## config.mk

```make
export PLATFORM = sky130hd
export DESIGN_NAME = vert_timing_gen
export DESIGN_NICKNAME = d
export VERILOG_FILES = /design/src/rtl/vtg_pkg.sv /design/src/rtl/vtg_line_counter.sv /design/src/rtl/vtg_zone_fsm.sv /design/src/rtl/vtg_edge_retimer.sv /design/src/rtl/vert_timing_gen.sv
export SDC_FILE = /design/constraint.sdc
export NUM_CORES = 1
export LEC_CHECK = 0
export ABC_AREA = 1
export BUFFER_PORTS_ARGS = -buffer_cell sky130_fd_sc_hd__buf_2
export CORE_MARGIN = 8
export CORE_UTILIZATION = 61
export DETAILED_ROUTE_END_ITERATION = 10
export PLACE_DENSITY = 0.91
export REMOVE_ABC_BUFFERS = 1
export SETUP_SLACK_MARGIN = 0.1
export SYNTH_ARGS = -nofsm -noshare
export SYNTH_HDL_FRONTEND = slang
export SYNTH_SLANG_ARGS = --single-unit
```

## constraint.sdc

```tcl
create_clock -name clk -period 8.9 [get_ports clk]
set_input_delay 0.445 -clock clk [delete_from_list [all_inputs] [get_ports clk]]
set_output_delay 0.445 -clock clk [all_outputs]
set_load 0.01 [all_outputs]
```

## src/rtl/vtg_pkg.sv

```systemverilog
package vtg_pkg;
    typedef enum logic [1:0] {
        ZN_FRONT,
        ZN_SYNC,
        ZN_BACK,
        ZN_ACTIVE
    } zone_e;
endpackage

```

## src/rtl/vtg_line_counter.sv

```systemverilog
module vtg_line_counter #(
    parameter int HL_W = 12
) (
    input  logic            clk,
    input  logic            rst_n,
    input  logic            tick,
    input  logic            interlace,
    input  logic [HL_W-1:0] wrap_at,
    input  logic [HL_W-1:0] half_point,
    output logic [HL_W-1:0] cnt_q,
    output logic [HL_W-1:0] cnt_nx,
    output logic            field_odd
);
    localparam logic [HL_W-1:0] ONE = HL_W'(1);

    always_comb begin
        cnt_nx = cnt_q;
        if (tick) begin
            cnt_nx = (cnt_q >= wrap_at) ? ONE : cnt_q + ONE;
        end
    end

    always_ff @(posedge clk) begin
        if (!rst_n) begin
            cnt_q     <= ONE;
            field_odd <= 1'b0;
        end else if (tick) begin
            cnt_q     <= cnt_nx;
            field_odd <= interlace && (cnt_nx > half_point);
        end
    end
endmodule

```

## src/rtl/vtg_zone_fsm.sv

```systemverilog
module vtg_zone_fsm
    import vtg_pkg::*;
#(
    parameter int HL_W = 12
) (
    input  logic            clk,
    input  logic            rst_n,
    input  logic [HL_W-1:0] cnt_nx,
    input  logic [HL_W-1:0] sync_first,
    input  logic [HL_W-1:0] sync_after,
    input  logic [HL_W-1:0] blank_after,
    output zone_e           zone_q,
    output zone_e           zone_nx
);
    always_ff @(posedge clk) begin
        if (!rst_n) begin
            zone_q <= ZN_FRONT;
        end else begin
            zone_q <= zone_nx;
        end
    end

    always_comb begin
        zone_nx = zone_q;
        unique case (zone_q)
            ZN_FRONT: begin
                if (cnt_nx >= blank_after)     zone_nx = ZN_ACTIVE;
                else if (cnt_nx >= sync_after) zone_nx = ZN_BACK;
                else if (cnt_nx >= sync_first) zone_nx = ZN_SYNC;
            end
            ZN_SYNC: begin
                if (cnt_nx >= blank_after)     zone_nx = ZN_ACTIVE;
                else if (cnt_nx >= sync_after) zone_nx = ZN_BACK;
            end
            ZN_BACK: begin
                if (cnt_nx >= blank_after)     zone_nx = ZN_ACTIVE;
            end
            ZN_ACTIVE: begin
                if (cnt_nx < blank_after) begin
                    if (cnt_nx < sync_first)      zone_nx = ZN_FRONT;
                    else if (cnt_nx < sync_after) zone_nx = ZN_SYNC;
                    else                          zone_nx = ZN_BACK;
                end
            end
            default: zone_nx = ZN_FRONT;
        endcase
    end
endmodule

```

## src/rtl/vtg_edge_retimer.sv

```systemverilog
module vtg_edge_retimer
    import vtg_pkg::*;
(
    input  logic  clk,
    input  logic  rst_n,
    input  logic  blank_edge,
    input  logic  sync_edge,
    input  zone_e zone_nx,
    output logic  vblank_n,
    output logic  vsync_n
);
    always_ff @(posedge clk) begin
        if (!rst_n) begin
            vblank_n <= 1'b0;
            vsync_n  <= 1'b1;
        end else begin
            if (blank_edge) vblank_n <= (zone_nx == ZN_ACTIVE);
            if (sync_edge)  vsync_n  <= (zone_nx != ZN_SYNC);
        end
    end
endmodule

```

## src/rtl/vert_timing_gen.sv

```systemverilog
module vert_timing_gen
    import vtg_pkg::*;
#(
    parameter int LINE_W = 11,
    localparam int HL_W  = LINE_W + 1
) (
    input  logic              clk,
    input  logic              rst_n,
    input  logic              hblank_lead,
    input  logic              hsync_lead,
    input  logic              half_tick,
    input  logic              interlace,
    input  logic [HL_W-1:0]   vsync_start,
    input  logic [HL_W-1:0]   vsync_stop,
    input  logic [HL_W-1:0]   vblank_stop,
    input  logic [LINE_W-1:0] frame_lines,
    output logic              vblank_n,
    output logic              vsync_n,
    output logic              field_odd
);
    logic            tick;
    logic [HL_W-1:0] wrap_at;
    logic [HL_W-1:0] half_point;
    logic [HL_W-1:0] cnt_q;
    logic [HL_W-1:0] cnt_nx;
    zone_e           zone_q;
    zone_e           zone_nx;

    assign tick       = hblank_lead | (interlace & half_tick);
    assign half_point = {1'b0, frame_lines};
    assign wrap_at    = interlace ? {frame_lines, 1'b0} : {1'b0, frame_lines};

    vtg_line_counter #(.HL_W(HL_W)) u_count (
        .clk        (clk),
        .rst_n      (rst_n),
        .tick       (tick),
        .interlace  (interlace),
        .wrap_at    (wrap_at),
        .half_point (half_point),
        .cnt_q      (cnt_q),
        .cnt_nx     (cnt_nx),
        .field_odd  (field_odd)
    );

    vtg_zone_fsm #(.HL_W(HL_W)) u_fsm (
        .clk         (clk),
        .rst_n       (rst_n),
        .cnt_nx      (cnt_nx),
        .sync_first  (vsync_start),
        .sync_after  (vsync_stop),
        .blank_after (vblank_stop),
        .zone_q      (zone_q),
        .zone_nx     (zone_nx)
    );

    vtg_edge_retimer u_retime (
        .clk        (clk),
        .rst_n      (rst_n),
        .blank_edge (hblank_lead),
        .sync_edge  (hsync_lead),
        .zone_nx    (zone_nx),
        .vblank_n   (vblank_n),
        .vsync_n    (vsync_n)
    );
endmodule

```

### Word-level counts from Yosys, hierarchy flattened

Cells that the tools add are included.

| storage, ports and cells | value |
|---|---|
| output and inout port bits | 3 |
| input bits | 53 |
| word-level logic and storage cells | 36 |
| flip-flop bits (word level) | 17 |

| cells by class | value |
|---|---|
| magnitude comparators | 8 |
| bitwise gates (word level) | 2 |
| reductions and logical operators | 2 |
| eq/ne operators | 5 |
| add/subtract/negate cells | 1 |
| mux-type cells | 13 |

Operators by type and width:

| kind | number |
|---|---|
| $ge 12x12->1 | 4 |
| $lt 12x12->1 | 3 |
| $mux 12 | 3 |
| $mux 2 | 9 |
| $add 12x1->12 const B | 1 |
| $gt 12x11->1 | 1 |
| $pmux 2 s4 | 1 |
| $eq 2x2->1 const B | 3 |
| $eq 2x1->1 const B | 1 |
| $logic_not 2->1 | 1 |
| $ne 2x1->1 const B | 1 |
| $and 1x1->1 | 1 |
| $logic_and 1x1->1 | 1 |
| $or 1x1->1 | 1 |

### Depth between registers and ports, before layout

Gate-level depths: netlist (run 1).

| logic depth | value |
|---|---|
| word-level depth | 10 |
| gate-level depth with buffers | 30 |

### Hierarchy

Synthesis (run 1) repeated with hierarchy kept, for this count alone.

| unflattened totals | value |
|---|---|
| cells, all modules | 488 |
| area total of the unflattened synthesis | 2859.0 um^2 |

Modules (own cells, without submodules):

| module | cells each | instances | area each (um^2) |
|---|---|---|---|
| vtg_line_counter | 236 | 1 | 1417.6 |
| vtg_zone_fsm | 201 | 1 | 1202.4 |
| vert_timing_gen | 40 | 1 | 157.7 |
| vtg_edge_retimer | 11 | 1 | 81.3 |

### Worst setup path after synthesis (run 1)

No wires, ideal clock.

| timing | value |
|---|---|
| kind | input port to flip-flop |
| start point | in interlace |
| end point | reg u_retime.vblank_n |
| stages | 26 |
| buffers on the path | 2 |
| required time | 8.788 ns |
| setup time | 0.112 ns |
| slack | 5.518 ns |
| data arrival time | 3.270 ns |
| cells stage by stage | clkbuf_1 > o21ai_0 > ha_1 > nand2_1 > inv_1 > nor2_1 > o21ai_0 > a21oi_1 > nand2_1 > nand2_1 > inv_1 > clkbuf_1 > nor3_1 > ha_1 > nand2_1 > inv_1 > nand2_1 > nand2_1 > a21oi_1 > nand2_1 > nor2_1 > nand3_1 > nand3_1 > nor2_1 > nand2_1 > nand2_1 |

| on the way | value |
|---|---|
| longest elaborated chain between the ends | 10 |
| elaborated cells on any way between the ends | 23 |

RTL lines:

| item | line | source |
|---|---|---|
| start: declaration | vert_timing_gen.sv:12 | `input logic interlace,` |
| $mux 12 | vert_timing_gen.sv:31 | `assign wrap_at = interlace ? {frame_lines, 1'b0} : {1'b0, frame_lines};` |
| $ge 12x12->1 | vtg_line_counter.sv:19 | `cnt_nx = (cnt_q >= wrap_at) ? ONE : cnt_q + ONE;` |
| $mux 12 | vtg_line_counter.sv:19 |  |
| $mux 12 * | vtg_line_counter.sv:18 | `if (tick) begin` |
| via cnt_nx[7] | vert_timing_gen.sv:25 | `logic [HL_W-1:0] cnt_nx;` |
| $lt 12x12->1 or $ge 12x12->1 (tied branches) | vtg_zone_fsm.sv:41, vtg_zone_fsm.sv:29 |  |
| $mux 2 (on tied branches) | vtg_zone_fsm.sv:41, vtg_zone_fsm.sv:29 |  |
| $mux 2 (on tied branches) | vtg_zone_fsm.sv:40, vtg_zone_fsm.sv:28 |  |
| $mux 2 (on tied branches) | vtg_zone_fsm.sv:39, vtg_zone_fsm.sv:27 |  |
| $pmux 2 s4 * | vtg_zone_fsm.sv:25 | `unique case (zone_q)` |
| $eq 2x2->1 * | vtg_edge_retimer.sv:17 | `if (blank_edge) vblank_n <= (zone_nx == ZN_ACTIVE);` |
| end signal: assignment | vtg_edge_retimer.sv:17 |  |
| end: declaration | vtg_edge_retimer.sv:9 | `output logic vblank_n,` |

The timed path passes the listed nets; every way through them passes the cells marked *.
A chain may end at the register's enable or synchronous reset.

### Worst setup path after layout (run 1)

Same ends and word-level chain as after synthesis.

==> flow_results.org, run 1 <==
** Run status
- Run status :: finished, final reports clean

** STA
- In the final timing run, aggregate negative setup slack is 0 ps.
- Peak Freq :: approximately 270 MHz
- Final Hold Viols :: 0
- Number of setup violations in the final report :: 0
- Part of the cycle the worst path needs :: 0.423
- Worst hold slack across all endpoints :: 396 ps
- Setup repair after global routing left no endpoint under its margin.
- Clock skew on the completed layout was measured at 1.46 ps.
- Shortest period the worst path allows :: about 3800 ps
- The final number of max-transition violations was 0.
- Max-slew headroom :: 0.611
- For the pin with the worst max-slew slack, the measured transition is between 500 and 600 ps.

** Logic synthesis
- Of the post-synthesis cell area, the dominant cell type holds 0.284.
- The synthesized netlist contains 25 unique library cells.
- Syn. warnings :: 0
- The mapped netlist covers about 2600 um^2.
- Dividing the synthesized area by the synthesized cell count gives slightly above 6 um^2.
- The synthesized design spends more area on one cell type than any other, namely sky130_fd_sc_hd__ha_1.
- Synthesized flop and latch total :: 17
- In the synthesized netlist, the number of instances is approximately 430.
- Main area contributors after synthesis :: sky130_fd_sc_hd__ha_1 28%, sky130_fd_sc_hd__nand2_1 17%, sky130_fd_sc_hd__inv_1 14%
- For this run, the register share of the synthesized area comes to 0.129.

** Power
- Leakage :: just under 0.002 uW
- Areal power density over the cells :: 77.3 nW/um^2
- VDD sags by at most about 0.000057 V.
- The design draws between 200 and 250 uW.

** Clock tree
- After clock tree synthesis, the clock-pin slew on the worst setup and hold paths is roughly 70 ps.
- Maximum clock path buffer count :: 2
- H-tree levels :: 1
- CTS tree :: done
- Post-cts sizing count :: 0
- In this run the clock root is driven by a sky130_fd_sc_hd__clkbuf_8.
- Hold repair after CTS inserted 0 buffers.
- The clock reaches the later pin of the worst-skew pair after around 260 ps.
- Buffers added to address setup during post-CTS repair amount to 0.
- Number of buffers inserted during clock tree synthesis :: 3
- Counting every sink on the clock net gives 17.

** Floorplan
- In this run the vertical extent of the chip is ~80 um.
- Core Rows :: 24
- Die extent in x :: ~82 um
- Initial Util :: 0.619
- Area of the die :: between 6000 and 7000 um^2
- Core area :: between 4000 and 5000 um^2
- Ports placed on the boundary :: 56

** Setup path
- Depth of the most critical reg-to-reg path :: 24
- Signal arrival time at the worst endpoint :: 3920 ps
- Crit. End Element :: flop
- Classification of the worst setup path :: input pin to flop
- Of all nets on the critical path, the largest fanout is 24.
- Critical path data required time :: 9060 ps
- The worst setup path is launched from an input pin.

** Drt
- The first routing iteration left approximately 200 violations.
- Detail-routed net length per standard cell :: roughly 12 um
- Overall routed net length :: between 6000 and 7000 um
- Dividing the detail-routed via count by the number of cells gives slightly above 5.
- For this run, design rule violations remaining after detail routing come to 0.
- The final route contains between 2,000 and 3,000 vias.
- The first detailed-routing pass ran for 4 iterations.
- In this run the remaining antenna-violating nets after routing total 0.

** Place
- HPWL after detailed placement :: between 5000 and 6000 um
- Routability congestion estimate :: between 0.8 and 0.9
- During placement, the flow inserted port buffers numbering 55.
- Placed Instances :: approximately 530

** GRT
- In the global route stage, overall resource usage came out at 0.207.
- Largest net degree at the start of global routing :: 25
- The total overflow left after global routing is 0.
- The first global-routing pass estimated between 10,000 and 15,000 um of wire.
- Via count of the first global-routing pass :: between 2,000 and 3,000
- The number of antenna violations at the first check in global routing was 0.

** Layout
- Layout Area Growth over Synthesis :: 13.9%
- After filler insertion, the fill cell instance count of the layout stands at 362.
- At the end of the flow, the number of nets in the layout was ~600.
- Antenna cells :: 0
- In the final layout, the share of cells above drive strength 1 is 0.136.
- Excluding fillers, the count of instances in the completed layout stands at ~540.
- For this run, the share of the core covered by cells in the final layout is 0.705.

** Worst hold path
- Hold crit path type :: input pin to flop
- Worst Hold Depth :: 3

** Job
- # Max-Cap Violations :: 0
-- state kept, by name, summed over array words and instances (netlist names) --
name and cells:
u_count.cnt_q 12, u_count.field_odd 1, u_retime.vsync_n 1, u_retime.vblank_n 1, u_fsm.zone_q 2
-- Yosys cell counts (all sizes together) --
cell type / number
nand2: 121
inv: 98
ha: 60
nor2: 40
a21oi: 22
dfxtp: 17
nand3: 17
nor3: 15
o21ai: 14
nand4: 6
xor2: 6
clkbuf: 5
a21o: 3
and2: 2
mux2i: 1
nor4: 1
o21a: 1
o21bai: 1
xnor2: 1
-- area by class of cell --
class                      instances  area (um^2)  area share
tap                               52         65.1      0.0216
timing repair buffer              55          275      0.0916
sequential                        17          340       0.113
clock buffer                       4         45.0      0.0150
inverter                          98          368       0.122
multi-input combinational        311         1910       0.636
-- final timing paths --
kind | start | to | slack (ps)
min | hsync_lead | u_retime.vsync_n | 400
max reg2reg | u_count.cnt_q[0] | u_retime.vblank_n | 5340
min reg2reg | u_count.field_odd | u_count.field_odd | 460
max | interlace | u_retime.vblank_n | 5130
-- placed cells by master (no fill, tap or decap), types with 12 or more instances in the layout --
cell type                 netlist  final
sky130_fd_sc_hd__a21oi_1       22     22
sky130_fd_sc_hd__buf_2          0     55
sky130_fd_sc_hd__dfxtp_1       17     17
sky130_fd_sc_hd__ha_1          60     60
sky130_fd_sc_hd__inv_1         98     98
sky130_fd_sc_hd__nand2_1      120    120
sky130_fd_sc_hd__nand3_1       15     15
sky130_fd_sc_hd__nor2_1        38     38
sky130_fd_sc_hd__nor3_1        12     12
sky130_fd_sc_hd__o21ai_0       14     14
-- per-layer routing --
metal | vias up | global-route usage | wire length [um]
li1 | 1455 | - | -
met3 | 21 | 0.0306 | 270
met4 | 0 | 0.0895 | 183
met5 | - | 0 | 0
met1 | 1235 | 0.224 | 2710
met2 | 72 | 0.388 | 3460
-- per-stage QoR --
stage / setup WS (ps) / instance area [um^2]
after floorplan: 5710 / 2620
after global placement: 5100 / 2960
after detailed placement: 4890 / 2960
after CTS: 5170 / 3010
after global routing: 4640 / 3010
final: 5130 / 3010
-- where the power goes --
group	switching (uW)	leakage (uW)	internal, uW	total, uW
Sequential	2.80	0.000138	78.9	81.7
Clock	28.1	0.0000228	31.8	59.9
Combinational	53.9	0.00180	36.8	90.7
Total	84.8	0.00196	148	232
-- cells by family (layout without fill, tap and decap cells) --
group,Yosys count,in the layout,share of synthesized area
compound gates,41,41,0.0825
xor+xnor,7,7,0.0232
fa+ha+maj,60,60,0.284
buf+inv,103,157,0.147
flops,17,17,0.129
mux,1,1,0.00379
simple gates,202,202,0.330
-- critical path, stage by stage --
cell and delay, ps:
sky130_fd_sc_hd__buf_2 300, sky130_fd_sc_hd__o21ai_0 170, sky130_fd_sc_hd__ha_1 320, sky130_fd_sc_hd__a21oi_1 150, sky130_fd_sc_hd__o21ai_0 100, sky130_fd_sc_hd__a21oi_1 130, sky130_fd_sc_hd__nand2_1 70, sky130_fd_sc_hd__nand2_1 90
sky130_fd_sc_hd__inv_1 260, sky130_fd_sc_hd__nor3_1 480, sky130_fd_sc_hd__ha_1 340, sky130_fd_sc_hd__nand2_1 90, sky130_fd_sc_hd__inv_1 50, sky130_fd_sc_hd__nand2_1 60, sky130_fd_sc_hd__nand2_1 70, sky130_fd_sc_hd__a21oi_1 180
sky130_fd_sc_hd__nand2_1 100, sky130_fd_sc_hd__nor2_1 140, sky130_fd_sc_hd__nand3_1 120, sky130_fd_sc_hd__nand3_1 100, sky130_fd_sc_hd__nor2_1 50, sky130_fd_sc_hd__nand2_1 70, sky130_fd_sc_hd__nand2_1 50
(Power assumes the default switching activity.)
==> inputs of run 2 (changes only) <==
CORE_UTILIZATION = 56   (was 61)
PLACE_DENSITY = 0.85   (was 0.91)
clock period = 3.54 ns   (was 8.9 ns; I/O delays follow)
==> run 2 against run 1 <==
Flip-flop and latch count unchanged. Design area up 5.0%. Total power grew to 2.5 times the previous value. Largest power group unchanged.
==> flow_results.org, run 2 (synthesized netlist as in run 1, its figures left out) <==
** Setup path
- The most critical setup path has its endpoint at u_retime.vblank_n.
- Tracing the worst setup path back leads to its startpoint at u_count.cnt_q[9].
- Crit. End Element :: flop
- Capture instance of the worst register-to-register path :: u_retime.vblank_n
- The worst setup path is launched from a flop.
- The maximum fanout along the worst path is 6 (-75%).
- Critical path data required time :: 3690 ps (-5370 ps)
- Reg2reg setup slack :: 320 ps (-5020 ps)
- Depth of the most critical reg-to-reg path :: 24 (unchanged)
- The critical path is of the flop to flop type.
- Signal arrival time at the worst endpoint :: 3370 ps (-550 ps)
- The worst register-to-register path begins at u_count.cnt_q[9].

** Clock tree
- The clock input transition at the sequential cells of the worst setup and hold paths is 70 ps (about the same).
- The root buffer cell chosen for the clock tree is sky130_fd_sc_hd__clkbuf_8.
- CTS tree :: done
- The number of sinks on the clock net was 17 (unchanged).
- The level count of the clock H-tree was 1 (unchanged).
- The maximum buffer depth of the clock tree was 2 (unchanged).
- The latest clock arrival within the worst-skew pair came to 250 ps (about the same).
- The CTS buffer count was 3 (unchanged).

** Place
- The cell total after placement came to 538 (+0.94%).
- The weighted congestion reported at the end of routability-driven placement came to 0.868 (+0.94%).
- HPWL after detailed placement :: 5730 um (+0.82%)
- Port-buffer cells :: 55 (unchanged)

** STA
- The number of setup violations in the final report is 0 (unchanged).
- Derived from the worst setup path, the maximum achievable clock frequency is 311 MHz.
- Final Hold Viols :: 0 (unchanged)
- Part of the cycle the worst path needs :: 0.910
- The clock period could shrink to between 3000 and 4000 ps.
- Fin Clk Skew :: 2.30 ps (+0.833 ps)
- The final number of max-transition violations came to 0 (unchanged).
- The worst relative slew slack was 0.682 (+0.0715).
- Worst hold slack across all endpoints :: 123 ps (-272 ps)
- Measured slew at the worst slew-check pin :: 476 ps (-103 ps)

** Power
- The overall power of the completed layout is 592 uW (+150%).
- The cell internal power dissipation came to 380 uW (+160%).
- Net switching share of the total power :: 0.358 (-0.00640)
- Gate power share :: 0.403 (+0.013)
- The share of power burned in registers was 0.346 (-0.006).
- Worst supply voltage drop on vdd :: 0.000122 V (+120%)
- Leakage :: 0.00199 uW (+1.8%)
- Clock network fraction of total power :: 0.251 (-0.007)
- The power density of the placed cells is 188 nW/um^2 (+140%).
- Net switching power :: 212 uW (+150%)

** GRT
- The first-pass GRT wire length came to 11,500 um (+2.4%).
- Largest net degree at the start of global routing :: 25 (unchanged)
- Number of antenna violations at the first check in global routing :: 0 (unchanged)
- The overall fraction of global-route tracks in use came to 0.191 (-0.0164).
- The number of global-route vias before repair came to 2,831 (+2.3%).
- Final global-route overflow total :: 0 (unchanged)

** Floorplan
- Ports placed on the boundary :: 56 (unchanged)
- The core area is 4630 um^2 (+8.6%).
- The die outline area is 7160 um^2 (+7.2%).
- Die extent in x :: 84.6 um (+3.5%)
- Initial Util :: 0.570 (-0.0488)
- Vertical die dimension :: 84.6 um (+3.5%)
- Core Rows :: 25 (+4.2%)

** Drt
- The average detailed-routed wire length per instance came to 12.9 um (+4.5%).
- Initial DRT Pass Iterations :: 4 (unchanged)
- Overall routed net length :: 7070 um (+6.7%)
- Drt via density :: 5.20 (+0.32%)
- 1st-iter DRT viols :: 169 (-13%)
- Vias :: 2,849 (+2.4%)
- The number of nets still failing antenna checks after routing was 0 (unchanged).
- Residual DRC count :: 0 (unchanged)

** Layout
- The number of antenna diodes is 0 (unchanged).
- Sequential cell area :: 342 um^2 (+0.37%)
- The total of fill cells in the finished design came to 399 (+10%).
- Combined area of the multi-input logic cells :: 1980 um^2 (+3.7%)
- Most frequent cells in the layout :: 119 x sky130_fd_sc_hd__nand2_1, 97 x sky130_fd_sc_hd__inv_1, 59 x sky130_fd_sc_hd__ha_1, 54 x sky130_fd_sc_hd__buf_2, 26 x sky130_fd_sc_hd__nor2_1
- The largest registers in the layout are u_count.cnt_q x12, u_fsm.zone_q x2.
- Final nets :: 608 (+1.5%)
- Leaving out fill and tap cells, the most frequent cell in the layout is sky130_fd_sc_hd__nand2_1.
- Proportion of layout cells with a drive suffix above 1 :: 0.188 (+0.0522)
- Compared with the post-synthesis result, the final layout area differs by 19.6%.
- The number of flip-flops under the largest register name is 12 (unchanged).
- The count of non-filler cells in the finished layout was 548 (+2.0%).
- Most flops, register :: u_count.cnt_q

** Run status
- The flow ran to the end, and the final reports show no timing, DRC or antenna violations.

** Worst hold path
- The min-delay analysis places its worst path in the category input pin to flop.

** Job
- The max-cap violation count is 0 (unchanged).
run 2: final cells by class:
| type | count | share of cell area |
|---|---|---|
| multi-input cells | 311 | 0.628 |
| inverters | 98 | 0.118 |
| repair buffers | 64 | 0.111 |
| flip-flops and latches | 17 | 0.108 |
| well taps | 54 | 0.0214 |
| clock buffers | 4 | 0.0143 |
run 2: repair_timing:
item                                    in CTS  in global routing
endpoints found under the hold margin        0                  0
endpoints found under the setup margin       0                  5
setup buffers                                0                  6
hold buffers                                 0                  0
gates resized for setup                      0                 26
run 2: per-layer routing:
| layer | routed length, um | track usage | vias to the layer above |
|---|---|---|---|
| met5 | 0 | 0 | - |
| met4 | 173 | 0.0809 | 0 |
| li1 | - | - | 1472 |
| met3 | 325 | 0.0312 | 16 |
| met1 | 3030 | 0.203 | 1286 |
| met2 | 3540 | 0.358 | 75 |
run 2: per-stage QoR:
step           setup slack (ps)  utilization  TNS, ps  instance area [um^2]
5_1_grt                   -12.2        0.682    -12.2                  3160
6_report                    319        0.682        0                  3160
3_5_place_dp              -19.6        0.645    -36.3                  2990
2_1_floorplan               553            -        0                  2620
3_3_place_gp               98.2        0.645        0                  2990
4_1_cts                     185        0.655        0                  3030
run 2: worst min-delay path by stage:
stage / startpoint / end / slack (ps) / cells past startpoint
after CTS: hsync_lead / u_retime.vsync_n / 120 / 3
after global routing: rst_n / u_count.cnt_q[0] / 130 / 2
after detailed placement: hsync_lead / u_retime.vsync_n / 390 / 3
final: hsync_lead / u_retime.vsync_n / 120 / 3
after global placement: hsync_lead / u_retime.vsync_n / 380 / 3
after floorplan: rst_n / u_count.cnt_q[0] / 250 / 1
run 2: power groups by stage:
| stage | clock network [uW] | registers (uW) | logic [uW] |
|---|---|---|---|
| 2_1_floorplan | 0 | 208 | 149 |
| 3_3_place_gp | 0 | 209 | 220 |
| 3_5_place_dp | 0 | 209 | 228 |
| 4_1_cts | 149 | 205 | 232 |
| 5_1_grt | 155 | 206 | 279 |
| 6_report | 149 | 205 | 238 |
run 2: worst max-delay path, cell delays in order, from the launching register on:
cell                         delay [ps]
sky130_fd_sc_hd__dfxtp_1            420
sky130_fd_sc_hd__ha_1               270
sky130_fd_sc_hd__nand2_1             70
sky130_fd_sc_hd__inv_1               40
sky130_fd_sc_hd__nor2_1              60
sky130_fd_sc_hd__o21ai_0             80
sky130_fd_sc_hd__a21oi_1            120
sky130_fd_sc_hd__nand2_1             70
sky130_fd_sc_hd__nand2_2             90
sky130_fd_sc_hd__clkinvlp_4         140
sky130_fd_sc_hd__buf_6              170
sky130_fd_sc_hd__nor3_4             240
sky130_fd_sc_hd__ha_1               290
sky130_fd_sc_hd__nand2_1            120
sky130_fd_sc_hd__inv_1               50
sky130_fd_sc_hd__nand2_1             60
sky130_fd_sc_hd__nand2_1             80
sky130_fd_sc_hd__a21oi_2            150
sky130_fd_sc_hd__nand2_1             90
sky130_fd_sc_hd__nor2_2             110
sky130_fd_sc_hd__nand3_1            110
sky130_fd_sc_hd__nand3_1            110
sky130_fd_sc_hd__nor2_1              50
sky130_fd_sc_hd__nand2_1             70
sky130_fd_sc_hd__nand2_1             40
==> inputs of run 3 (changes only) <==
CORE_UTILIZATION = 57   (was 56)
SYNTH_HIERARCHICAL = 1   (was default)
==> run 3 against run 2 <==
Utilization shrank 0.56 points. Count of clock-buffer cells in the layout is 1 lower. Final cell count rose by 11%. Global-route usage grew 0.61 points. Total power is essentially flat. Combinational power up 3%. Die area rose by 5.2%. Routed wire length rose by 0.62%. Synthesized cell count is 13% higher. Largest cell class unchanged.
==> flow_results.org, run 3 <==
** Logic synthesis
- The combined area of all synthesized cells is 2860 um^2 (+8.3%).
- By count the netlist is led by 155 x sky130_fd_sc_hd__nand2_1, 131 x sky130_fd_sc_hd__inv_1, 61 x sky130_fd_sc_hd__ha_1.
- Sequential share of the synthesized area :: 0.119 (-0.00993)
- The synthesized design spends more area on one cell type than any other, namely sky130_fd_sc_hd__ha_1.
- Main area contributors after synthesis :: sky130_fd_sc_hd__ha_1 27%, sky130_fd_sc_hd__nand2_1 20%, sky130_fd_sc_hd__inv_1 17%
- Syn. warnings :: 6 (+6)
- In the synthesized netlist the dominant register cell turns out to be sky130_fd_sc_hd__dfxtp_1.
- The count of unique library cells instantiated by Yosys is 27 (+8.0%).
- The fraction of synthesis flops using an asynchronous set or reset pin was 0 (unchanged).
- The number of instances in the synthesized netlist came to 488 (+13%).
- Most common cell in the synthesized netlist :: sky130_fd_sc_hd__nand2_1
- Portion of synthesized cell area occupied by the leading cell type :: 0.267 (-0.0175)
- The post-synthesis average cell area came to 5.86 um^2 (-4.3%).
- Synthesized flop and latch total :: 17 (unchanged)
- The count of flip-flops with a built-in enable after synthesis came to 0 (unchanged).

** STA
- Number of pins exceeding their max-slew limit in the final report :: 0 (unchanged)
- Setup repair after global routing left no endpoint under its margin.
- Final Hold Viols :: 0 (unchanged)
- Setup Total Neg Slack :: 0 ps (unchanged)
- Peak Freq :: 330 MHz (+6.4%)
- Part of the cycle the worst path needs :: 0.855 (-0.0544)
- Shortest period the worst path allows :: 3030 ps (-192 ps)
- The number of setup violations in the final report came to 0 (unchanged).
- Fin Clk Skew :: 2.02 ps (-0.275 ps)

** Floorplan
- Vertical die dimension :: 86.8 um (+2.6%)
- The effective utilization at floorplan was 0.597 (+0.0274).
- The number of placed I/O pins was 56 (unchanged).
- Die extent in x :: 86.8 um (+2.6%)
- The core area was 4790 um^2 (+3.4%).
- The die outline area came to 7540 um^2 (+5.2%).
- The total number of placement rows was 25 (unchanged).

** Clock tree
- Clock slew seen by the registers of the worst setup and hold paths :: 70 ps (about the same)
- The maximum buffer depth of the clock tree was 2 (unchanged).
- The CTS buffer count is 3 (unchanged).
- Clk sinks :: 17 (unchanged)
- Clock Root Buffer :: sky130_fd_sc_hd__clkbuf_8
- CTS tree :: done
- H-tree levels :: 1 (unchanged)
- The number of buffers inserted for hold repair after clock tree synthesis was 0 (unchanged).
- Insertion delay of the later-clocked pin in the worst-skew pair :: 250 ps (about the same)
- The number of setup buffers added after CTS is 0 (unchanged).
- Post-cts sizing count :: 0 (unchanged)

** GRT
- Gr usage total :: 0.197 (+0.00607)
- Final global-route overflow total :: 0 (unchanged)
- Largest net degree at the start of global routing :: 16 (-36%)
- Via count of the first global-routing pass :: 2,940 (+3.9%)
- The number of antenna violations at the first check in global routing came to 0 (unchanged).
- The first-pass GRT wire length came to 12,100 um (+5.3%).

** Layout
- Proportion of layout cells with a drive suffix above 1 :: 0.160 (-0.0280)
- Most frequent cells in the layout :: 154 x sky130_fd_sc_hd__nand2_1, 130 x sky130_fd_sc_hd__inv_1, 61 x sky130_fd_sc_hd__ha_1, 55 x sky130_fd_sc_hd__buf_2, 34 x sky130_fd_sc_hd__nor2_1
- Antenna cells :: 0 (unchanged)
- Final standard cell area without fillers :: 3240 um^2 (+2.5%)
- The number of flip-flops under the largest register name came to 12 (unchanged).
- Layout Area Growth over Synthesis :: 13.2%
- Most frequent standard cell in the layout excluding fill and tap cells :: sky130_fd_sc_hd__nand2_1
- Most flops, register :: u_count/cnt_q
- Final nets :: 658 (+8.2%)
- Largest registers :: u_count/cnt_q x12, u_fsm/zone_q x2

** Power
- The power density of the placed cells was 183 nW/um^2 (-2.5%).
- The overall power of the completed layout came to 592 uW (about the same).
- The standby leakage power was 0.00232 uW (+16%).
- The switching part of the total was 0.368 (+0.00924).
- The fraction of power consumed by combinational cells was 0.412 (+0.009).
- Net switching power :: 218 uW (+2.6%)
- The maximum vdd drop came to 0.000115 V (-5.8%).
- Clock network fraction of total power :: 0.241 (-0.010)
- Flop pwr share :: 0.347 (about the same)
- The cell internal power dissipation was 374 uW (-1.4%).

** Place
- The half-perimeter wire length after detailed placement is 6260 um (+9.2%).
- Routability congestion estimate :: 0.930 (+7.1%)
- Port-buffer cells :: 55 (unchanged)
- Dpl cell area :: 3180 um^2 (+6.5%)

** Worst hold path
- The cell depth of the worst min-delay path came to 3 (unchanged).
- Hold crit path type :: input pin to flop
- The path with the worst hold slack has its endpoint at u_retime/vsync_n.
- Critical hold path startpoint :: hsync_lead

** Drt
- Drt via density :: 4.77 (-8.3%)
- Initial DRT Pass Iterations :: 4 (unchanged)
- Overall routed net length :: 7110 um (+0.62%)
- Detail-routed net length per standard cell :: 11.7 um (-9.6%)
- Residual DRC count :: 0 (unchanged)
- Vias :: 2,907 (+2.0%)
- The initial detailed-routing violation count came to 109 (-36%).
- Remaining antenna violation count :: 0 (unchanged)

** Setup path
- The critical path buffer and inverter count was 6 (+2).
- STA classifies the critical path startpoint as an input pin.
- Signal arrival time at the worst endpoint :: 3170 ps (-200 ps)
- The setup slack of the most critical reg-to-reg path is 530 ps (+210 ps).
- The maximum fanout along the worst path was 15 (+9).
- The required time at the endpoint of the critical path is 3680 ps (about the same).
- The depth of the worst register-to-register path came to 22 (-8.3%).
- The most numerous cell type found on the critical path is sky130_fd_sc_hd__nand2_1.
- The worst register-to-register path begins at u_count/cnt_q[9].
- Critical-path top delay cell :: sky130_fd_sc_hd__ha_1
- Among cell families on the critical path, the largest total delay comes from simple AND/OR/NAND/NOR gates.
- The worst register-to-register path ends at u_retime/vsync_n.
- The worst setup path is captured at a flop.
- The setup path with the least slack is of type input pin to flop.
- Stage delay of the slowest cell on the critical path :: 300 ps (-120 ps)

** Job
- # Max-Cap Violations :: 0 (unchanged)

** Run status
- The flow ran to the end, and the final reports show no timing, DRC or antenna violations.
==> run 3: cell families (layout without fill, tap and decap cells) <==
logic type	Yosys count	count (layout)	synth area share
and+or+nand+nor	230	230	0.337
DFF	17	17	0.119
other	1	1	0.00131
adders and majority gates	61	61	0.267
xor gates and xnor gates	5	5	0.0153
buffers and inverters	141	196	0.193
AOI/OAI and AO/OA	33	33	0.0678
==> run 3: power by group through the flow <==
stage	clock [uW]	combinational [uW]	sequential (uW)
CTS	145	244	205
finish	143	244	205
global placement	0	232	210
detailed placement	0	243	210
floorplan	0	163	208
global route	153	285	206
==> run 3: how the worst max path moves through the flow <==
| stage | slack, ps | cells after the start | startpoint | end |
|---|---|---|---|---|
| after floorplan | 770 | 26 | interlace | u_retime/vsync_n |
| after global routing | 120 | 28 | interlace | u_retime/vsync_n |
| final | 510 | 27 | interlace | u_retime/vsync_n |
| after CTS | 280 | 27 | interlace | u_retime/vsync_n |
| after global placement | 200 | 25 | interlace | u_retime/vblank_n |
| after detailed placement | 30 | 27 | interlace | u_retime/vsync_n |
==> run 3: worst min-delay path, cell delays in order <==
cell	delay [ps]
sky130_fd_sc_hd__buf_2	90
sky130_fd_sc_hd__o21ai_0	70
sky130_fd_sc_hd__nand2_1	60
==> run 3: area by class of cell <==
cell class                      count  area [um^2]
Multi-Input combinational cell    330         1970
Tap cell                           67         83.8
Timing Repair Buffer               55          275
Inverter                          137          517
Fill cell                         444         1550
Clock inverter                      1         5.00
Clock buffer                        3         41.3
Sequential cell                    17          340
==> run 3: stage by stage <==
step                      hold WS [ps]  worst slack, ps   util  cells
after global routing               189              118  0.676    610
after floorplan                    263              765      -    484
after CTS                          174              280  0.674    610
final                              174              512  0.676    610
after global placement             427              201  0.665    606
after detailed placement           435             29.1  0.665    606
==> run 3: metal layers <==
layer	wire length, um	vias to the layer above	part of all wire	track usage
li1	-	1563	-	-
met4	167	0	0.023	0.0829
met3	217	15	0.031	0.0132
met2	3820	61	0.54	0.383
met5	0	-	0	0
met1	2910	1268	0.41	0.210
